--- config.mk ---
export PLATFORM = sky130hd
export DESIGN_NAME = cmdint_regs
export DESIGN_NICKNAME = d
export VERILOG_FILES = /design/src/rtl/cmdint_pkg.sv /design/src/rtl/cmdint_decode.sv /design/src/rtl/cmdint_busy_timer.sv /design/src/rtl/cmdint_status.sv /design/src/rtl/cmdint_regs.sv
export SDC_FILE = /design/constraint.sdc
export NUM_CORES = 1
export LEC_CHECK = 0
export BUFFER_PORTS_ARGS = -buffer_cell sky130_fd_sc_hd__buf_4
export CORE_MARGIN = 3
export CORE_UTILIZATION = 40
export DETAILED_ROUTE_END_ITERATION = 8
export GPL_TIMING_DRIVEN = 0
export PLACE_DENSITY = 0.67
export SLEW_MARGIN = 20
export SYNTH_ARGS = -nofsm -noshare
export SYNTH_HDL_FRONTEND = slang
export SYNTH_SLANG_ARGS = --single-unit
--- constraint.sdc ---
create_clock -name clk -period 2 [get_ports clk]
set_input_delay 0.3 -clock clk [delete_from_list [all_inputs] [get_ports clk]]
set_output_delay 0.3 -clock clk [all_outputs]
set_load 0.03 [all_outputs]
--- src/rtl/cmdint_pkg.sv ---
package cmdint_pkg;
   localparam int WORD_W = 16;
   localparam int OP_W   = 5;
   localparam int ARG_W  = 11;
   localparam int SRC_W  = 8;

   localparam logic [OP_W-1:0] OP_GLB_RST  = 5'd0;
   localparam logic [OP_W-1:0] OP_WIN      = 5'd1;
   localparam logic [OP_W-1:0] OP_RX_RST   = 5'd5;
   localparam logic [OP_W-1:0] OP_DISCARD  = 5'd8;
   localparam logic [OP_W-1:0] OP_TX_RST   = 5'd11;
   localparam logic [OP_W-1:0] OP_REQ      = 5'd12;
   localparam logic [OP_W-1:0] OP_ACK      = 5'd13;
   localparam logic [OP_W-1:0] OP_IEN      = 5'd14;
   localparam logic [OP_W-1:0] OP_IND      = 5'd15;

   localparam int BIT_LATCH = 0;
   localparam int BIT_REQ   = 6;
   localparam int BIT_MBUSY = 11;
   localparam int BIT_CBUSY = 12;
   localparam int WIN_LSB   = 13;

   typedef struct packed {
      logic accept;
      logic win;
      logic req;
      logic ack;
      logic ien;
      logic ind;
      logic slow;
      logic fwd;
   } dec_t;
endpackage

--- src/rtl/cmdint_decode.sv ---
module cmdint_decode
   import cmdint_pkg::*;
(
   input  logic              wr_en,
   input  logic [OP_W-1:0]   op,
   input  logic              busy,
   output dec_t              dec
);
   logic acc;
   assign acc = wr_en & ~busy;

   always_comb begin
      dec        = '0;
      dec.accept = acc;
      dec.win    = acc && (op == OP_WIN);
      dec.req    = acc && (op == OP_REQ);
      dec.ack    = acc && (op == OP_ACK);
      dec.ien    = acc && (op == OP_IEN);
      dec.ind    = acc && (op == OP_IND);
      dec.slow   = acc && ((op == OP_GLB_RST) || (op == OP_RX_RST) ||
                           (op == OP_DISCARD) || (op == OP_TX_RST));
      dec.fwd    = acc && !((op == OP_WIN) || (op == OP_REQ) || (op == OP_ACK) ||
                            (op == OP_IEN) || (op == OP_IND));
   end
endmodule

--- src/rtl/cmdint_busy_timer.sv ---
module cmdint_busy_timer #(
   parameter int CYCLES = 8
) (
   input  logic clk,
   input  logic rst_n,
   input  logic start,
   output logic busy
);
   localparam int CNT_W = $clog2(CYCLES + 1);
   logic [CNT_W-1:0] cnt_q;

   always_ff @(posedge clk) begin
      if (!rst_n)                cnt_q <= '0;
      else if (start)            cnt_q <= CNT_W'(CYCLES);
      else if (cnt_q != '0)      cnt_q <= cnt_q - 1'b1;
   end

   assign busy = (cnt_q != '0);
endmodule

--- src/rtl/cmdint_status.sv ---
module cmdint_status
   import cmdint_pkg::*;
(
   input  logic             clk,
   input  logic             rst_n,
   input  logic [SRC_W-1:0] evt,
   input  logic             req_set,
   input  logic             ack_stb,
   input  logic             ien_stb,
   input  logic             ind_stb,
   input  logic [SRC_W:0]   arg_bits,
   output logic [SRC_W-1:0] src_q,
   output logic             latch_q,
   output logic [SRC_W:0]   ind_q,
   output logic             irq
);
   logic [SRC_W:0]   ien_q;
   logic [SRC_W-1:0] evt_all;
   logic [SRC_W-1:0] src_d;
   logic             arm;

   assign evt_all = evt | (SRC_W'(req_set) << (BIT_REQ - 1));

   for (genvar i = 0; i < SRC_W; i++) begin : g_src
      assign src_d[i] = evt_all[i] | (src_q[i] & ~(ack_stb & arg_bits[i+1]));
   end

   assign arm = |(evt_all & ind_q[SRC_W:1] & ien_q[SRC_W:1]);

   always_ff @(posedge clk) begin
      if (!rst_n) begin
         src_q   <= '0;
         latch_q <= 1'b0;
         ien_q   <= '0;
         ind_q   <= '0;
      end else begin
         src_q <= src_d;
         if (arm)                                latch_q <= 1'b1;
         else if (ack_stb && arg_bits[BIT_LATCH]) latch_q <= 1'b0;
         if (ien_stb) ien_q <= arg_bits;
         if (ind_stb) ind_q <= arg_bits;
      end
   end

   assign irq = latch_q & |(src_q & ien_q[SRC_W:1]);
endmodule

--- src/rtl/cmdint_regs.sv ---
module cmdint_regs
   import cmdint_pkg::*;
#(
   parameter int NUM_WIN     = 8,
   parameter int BUSY_CYCLES = 8
) (
   input  logic                     clk,
   input  logic                     rst_n,
   input  logic                     wr_en,
   input  logic [WORD_W-1:0]        wr_data,
   output logic [WORD_W-1:0]        rd_data,
   input  logic [SRC_W-1:0]         evt_in,
   input  logic                     mst_busy,
   output logic [2:0]               win_sel,
   output logic                     irq,
   output logic                     cmd_busy,
   output logic                     exec_stb,
   output logic [OP_W-1:0]          exec_op,
   output logic [ARG_W-1:0]         exec_arg
);
   localparam int WIN_W = (NUM_WIN > 1) ? $clog2(NUM_WIN) : 1;

   if (NUM_WIN < 2 || NUM_WIN > 8) begin : g_bad_win
      $error("NUM_WIN must lie in 2..8");
   end
   if (BUSY_CYCLES < 1) begin : g_bad_busy
      $error("BUSY_CYCLES must be at least 1");
   end

   dec_t             dec;
   logic [WIN_W-1:0] win_q;
   logic [SRC_W-1:0] src_bits;
   logic [SRC_W:0]   ind_bits;
   logic             latch;

   cmdint_decode u_dec (
      .wr_en (wr_en),
      .op    (wr_data[WORD_W-1 -: OP_W]),
      .busy  (cmd_busy),
      .dec   (dec)
   );

   cmdint_busy_timer #(.CYCLES(BUSY_CYCLES)) u_busy (
      .clk   (clk),
      .rst_n (rst_n),
      .start (dec.slow),
      .busy  (cmd_busy)
   );

   cmdint_status u_stat (
      .clk      (clk),
      .rst_n    (rst_n),
      .evt      (evt_in),
      .req_set  (dec.req),
      .ack_stb  (dec.ack),
      .ien_stb  (dec.ien),
      .ind_stb  (dec.ind),
      .arg_bits (wr_data[SRC_W:0]),
      .src_q    (src_bits),
      .latch_q  (latch),
      .ind_q    (ind_bits),
      .irq      (irq)
   );

   always_ff @(posedge clk) begin
      if (!rst_n) begin
         win_q    <= '0;
         exec_stb <= 1'b0;
         exec_op  <= '0;
         exec_arg <= '0;
      end else begin
         if (dec.win) win_q <= wr_data[WIN_W-1:0];
         exec_stb <= dec.fwd;
         if (dec.fwd) begin
            exec_op  <= wr_data[WORD_W-1 -: OP_W];
            exec_arg <= wr_data[ARG_W-1:0];
         end
      end
   end

   if (WIN_W == 3) begin : g_win_full
      assign win_sel = win_q;
   end else begin : g_win_pad
      assign win_sel = {{(3-WIN_W){1'b0}}, win_q};
   end

   always_comb begin
      rd_data                         = '0;
      rd_data[BIT_LATCH]              = latch & ind_bits[BIT_LATCH];
      rd_data[SRC_W:1]                = src_bits & ind_bits[SRC_W:1];
      rd_data[BIT_MBUSY]              = mst_busy;
      rd_data[BIT_CBUSY]              = cmd_busy;
      rd_data[WORD_W-1:WIN_LSB]       = win_sel;
   end
endmodule

== After elaboration in Yosys (flattened, before gate mapping) ==
Index checks and enable logic that the tools add are counted.
Operators by class
  eq/ne operators: 8
  $add $sub $neg: 1
  bitwise logic cells: 42
  multiplexer cells: 4
  reductions and logical operators: 23
Operator list (count)
  $and A8 B8 Y8: 4
  $eq A5 B4 Y1 const B: 6
  $and A1 B1 Y1: 19
  $reduce_or A8 Y1: 2
  $not A1 Y1: 10
  $logic_and A1 B1 Y1: 8
  $mux W4: 2
  $or A1 B1 Y1: 8
  $or A8 B6 Y8: 1
  $logic_or A1 B1 Y1: 7
  $eq A5 B1 Y1 const B: 1
  $eq A5 B3 Y1 const B: 1
  $logic_not A5 Y1: 1
  $reduce_bool A2 Y1: 2
  $reduce_bool A4 Y1: 1
  $sub A4 B1 Y4 const B: 1
  $mux W1: 2
  $reduce_or A2 Y1: 1
  $logic_not A1 Y1: 1
Word-level totals
  output and inout port bits: 38
  word-level logic and storage cells: 88
  bits of input ports: 28
  flip-flop bits (word level): 51

== Longest topological paths before layout ==
  depth in word-level cells: 9
  gate-level depth with buffers: 8

== By module ==
Synthesis repeated with hierarchy kept, for this count alone.
Second synthesis, totals
  cell total of the unflattened synthesis: 227
  area total of the unflattened synthesis: 2259.7 um2
Modules (own cells, without submodules)
  cmdint_status: area each 1066.0 um2, times used 1, cells an instance 106, sequential area each 520.5 um2
  cmdint_regs: area each 868.3 um2, times used 1, cells an instance 80, sequential area each 400.4 um2
  cmdint_busy_timer: area each 205.2 um2, times used 1, cells an instance 22, sequential area each 80.1 um2
  cmdint_decode: area each 120.1 um2, times used 1, cells an instance 19, sequential area each 0.0 um2

== Worst setup path before layout ==
No wires, ideal clock.
  path type: register to register
  from: reg u_busy.cnt_q[0]
  to: reg win_q[0], in the netlist win_sel[0]
  period minus slack after synthesis: 2.070 ns
  data required time: 1.884 ns
  data arrival time: 1.953 ns
  cell stages (with the launch flop): 9
  path slack: -0.070 ns
  cell sequence: dfxtp_1 > inv_1 > ha_1 > nor3b_2 > inv_2 > or4_1 > buf_2 > mux2i_1 > nor2b_1
Between the ends
  word-level cells in the longest chain between the ends: 4
RTL lines
  start: declaration: RTL line cmdint_busy_timer.sv:10  | logic [CNT_W-1:0] cnt_q;
  start signal: assignment: RTL line cmdint_busy_timer.sv:14  | else if (start) cnt_q <= CNT_W'(CYCLES);
  start signal: assignment: RTL line cmdint_busy_timer.sv:15  | else if (cnt_q != '0) cnt_q <= cnt_q - 1'b1;
  $reduce_bool A4 Y1: RTL line cmdint_busy_timer.sv:18  | assign busy = (cnt_q != '0);
  named net cmd_busy: RTL line cmdint_regs.sv:16  | output logic cmd_busy,
  $not A1 Y1: RTL line cmdint_decode.sv:10  | assign acc = wr_en & ~busy;
  $and A1 B1 Y1: RTL line cmdint_decode.sv:10
  $logic_and A1 B1 Y1: RTL line cmdint_decode.sv:15  | dec.win = acc && (op == OP_WIN);
  end signal: assignment: RTL line cmdint_regs.sv:72  | if (dec.win) win_q <= wr_data[WIN_W-1:0];
  end: declaration: RTL line cmdint_regs.sv:31  | logic [WIN_W-1:0] win_q;
The timed path passes the listed nets, and every way through them passes these cells.
A chain may end at the register's enable or synchronous reset.

== Worst setup path after layout ==
  from: reg u_busy.cnt_q[0]
  to: out rd_data[12]
Between the ends
  word-level cells in the longest chain between the ends: 1
RTL lines
  $reduce_bool A4 Y1: RTL line cmdint_busy_timer.sv:18
  end: declaration: RTL line cmdint_regs.sv:11  | output logic [WORD_W-1:0] rd_data,
No other way between the ends.

==> flow_summary.ini <==
[synthesis]
yosys-top-cells-count = dfxtp_1, a21boi_0, mux2i_1, nor2b_1, o21ai_0
netlist_area_mm2 = 0.002273
async_reset_ff_share_pct = 0
syn_inst = 241
ys_seq_area_share_pct = 44.03
synth.area.mux_share_pct = 8.806
synth_edf_count = 0
avgSynthCellArea_um2 = 9.433
synthTopCellsByArea = dfxtp_1, mux2i_1, a21boi_0
synth_xor_area_share_pct = 0.7705
synth-simple-area-share_pct = 19.48
synthFlopType = dfxtp_1
synth_seq_cells = 50
synth_top_cell_by_area = dfxtp_1
synth.most_common_cell = dfxtp_1
ys_warn_count = 0
synth-compound-area-share_pct = 19.87
synth.distinct_cells = 41
synth_top_family_by_area = compound AO/OA/AOI/OAI gates
synth_top_area_share_pct = 44.03
synthAdderAreaFrac_pct = 1.101

[clocking]
clock_latency_ps = 300
cts_num_sinks = 50
cts_tree = yes
clkTransAtPathRegs_ps = 90
htreeDepth = 2
cts_buffer_depth = 2
ctsRootBufferMaster = clkbuf_8
cts_buffers = 5

[layout]
layout-drive-gt1-share_pct = 29.90
antenna_cells_inserted = 0
fillers = 512
area_delta_synth_final_pct = 30.05
seqCellArea_mm2 = 0.001002
multi_input_area_mm2 = 0.001164
final_nets = 340

[setup_path]
worstSetupEndpointType = output port
crit_path_start = u_busy.cnt_q[0]$_SDFFE_PP0P_
slowest_delay_ps = 350
crit_path_end = rd_data[12]
path_cells = inv_1, ha_2, nor3b_4, inv_2, buf_4, buf_4
arrival_ps = 1550
r2r_start = u_busy.cnt_q[0]$_SDFFE_PP0P_
crit_top_cell = buf_4
reg2reg_slack_ps = 170
worstPathRequired_ps = 1700
reg2reg_to = u_stat.latch_q$_SDFFE_PN0P_
cp-start-kind = register
crit_fanout = 5
critical_path_class = register to output port
r2r_cells = 7
crit_slowest_cell = dfxtp_2

[pwr]
clockPowerShare_pct = 22.8
p_int_w = 0.001866
peakVddDrop_mv = 0.5508
finalPower_w = 0.002842
p_comb_share_pct = 35.6
p_per_area_mw_per_mm2 = 961.3
netSwitchingPower_w = 0.0009764
p_sw_share_pct = 34.35
pwr-share-seq_pct = 41.6
p_leak_nw = 1.287

[global_routing]
grt_pass1_vias = 1888
gr-total-overflow = 0
grt_max_degree = 16
grt_usage_pct = 18.33
grt_pass1_wl_um = 9246
antenna_found_initial = 0

[timing]
fmax_mhz = 541.6
timing.final.crit_share_pct = 92.32
setup_viol = 0
tightest_slew_ps = 562.8
hold_viol = 0
finClkSkew_ps = 9.467
tns_ps = 0
finalMaxSlewViolations = 0
fin_crit_ps = 1846
relSlewSlack_pct = 62.48
rsz0062_at_grt = no
setup_ws_ps = 153.7

[routing]
drcViolationCount = 0
via_per_inst = 5.110
finalWirelength_um = 5648
drt_first_pass_iters = 4
ant_nets = 0
wire_per_inst_um = 14.82
drt_iter0_markers = 143
vias = 1947

[place]
gp_congestion = 0.7758
port_buffers = 60
place_ws_ps = -124.3
dp_hpwl_um = 4229

[floorplanning]
die_width_um = 81.39
design.die.area_mm2 = 0.006624
fp.dieH_um = 81.39
io_pins = 66
rows = 26
core_area_mm2 = 0.005303
start_util_pct = 42.87

[hold_path]
hold_path_class = primary input to register

[outcome]
outcome = completed

[job]
maxCapViolCount = 0
worst min-delay path by stage:
stage,startpoint,to,slack (ps),cells past startpoint
5_1_grt,evt_in[6],u_stat.src_q[6]$_SDFF_PN0_,210,2
2_1_floorplan,evt_in[0],u_stat.src_q[0]$_SDFF_PN0_,420,1
6_report,evt_in[0],u_stat.src_q[0]$_SDFF_PN0_,220,2
3_3_place_gp,exec_arg[3]$_SDFFE_PN0P_,exec_arg[3]$_SDFFE_PN0P_,470,2
4_1_cts,evt_in[1],u_stat.src_q[1]$_SDFF_PN0_,210,2
3_5_place_dp,exec_arg[5]$_SDFFE_PN0P_,exec_arg[5]$_SDFFE_PN0P_,470,2
worst max-delay path, delay by kind of cell (launching register included):
kind / cells / cell delay (ps)
adders and majority gates: 1 / 180
DFF: 1 / 350
buffers and inverters: 4 / 480
and+or+nand+nor: 1 / 230
timing repair:
action	4_1_cts	5_1_grt
resized for setup	0	6
setup endpoints to repair	22	22
buffers inserted	3	0
hold buffers	0	0
final cells by class:
type | instances | share of cell area, %
plain buffers | 19 | 3.597
multi-input cells | 166 | 39.36
well taps | 70 | 2.962
inverters | 5 | 0.6348
repair buffers | 63 | 16.00
clock buffers | 7 | 3.259
clock inverters | 1 | 0.2962
flip-flops and latches | 50 | 33.90
power by group through the flow:
stage               Combinational (W)  Clock (W)  Sequential, W
global route                  0.00112   0.000700        0.00119
finish                        0.00101   0.000647        0.00118
CTS                           0.00101   0.000662        0.00118
floorplan                    0.000491          0        0.00132
detailed placement           0.000940          0        0.00120
global placement             0.000920          0        0.00120
sequential cells by signal (all words and copies together) (netlist names):
name	cells
u_busy.cnt_q	4
exec_op	5
u_stat.src_q	8
exec_stb	1
win_sel	3
u_stat.latch_q	1
exec_arg	11
u_stat.ien_q	8
u_stat.ind_q	9
stage by stage:
step                      cell area (um2)  util (%)  hold WS [ps]  std cells
after floorplan                      2283         -         423.9        242
after global placement               2821     53.21         469.3        372
after detailed placement             2821     53.21         473.2        372
final                                2957     55.76         216.2        381
after global routing                 2957     55.76         212.8        381
after CTS                            2945     55.55         211.8        382
cell usage in the layout (no fill, tap or decap), types with 2 or more instances in the layout:
cell type  netlist  final
o21a_1           7      7
a22oi_1          4      4
conb_1           1      2
buf_2            5      3
and3_1           7      7
and2_1           9      9
nand2_1          6      6
mux2i_1         20     20
clkbuf_1         8      7
inv_1            4      4
nand3_1         16     16
dfxtp_1         50     49
nor2_1           4      4
and4b_1          3      2
a21oi_1          2      2
nand4_1          2      2
o21ai_0         17     17
nor2b_1         20     20
a21boi_0        24     24
clkbuf_8         0      7
a31oi_1          4      4
buf_4            7     70
cells by family after synthesis:
group	after synthesis
AO/OA/AOI/OAI	66
AND/OR/NAND/NOR	74
adder cells (fa/ha/maj)	2
other	1
buffers and inverters	26
flip-flops	50
multiplexers	20
XOR/XNOR	2
metal layers:
layer  global-route usage [%]  vias to the layer above  part of all wire, %
li1                         -                      988                    -
met1                    23.64                      910                   46
met2                    31.19                       44                   48
met3                    2.993                        5                  5.2
met4                    5.574                        0                  1.1
met5                        0                        -                    0
Power figures use the tool's default switching activity.
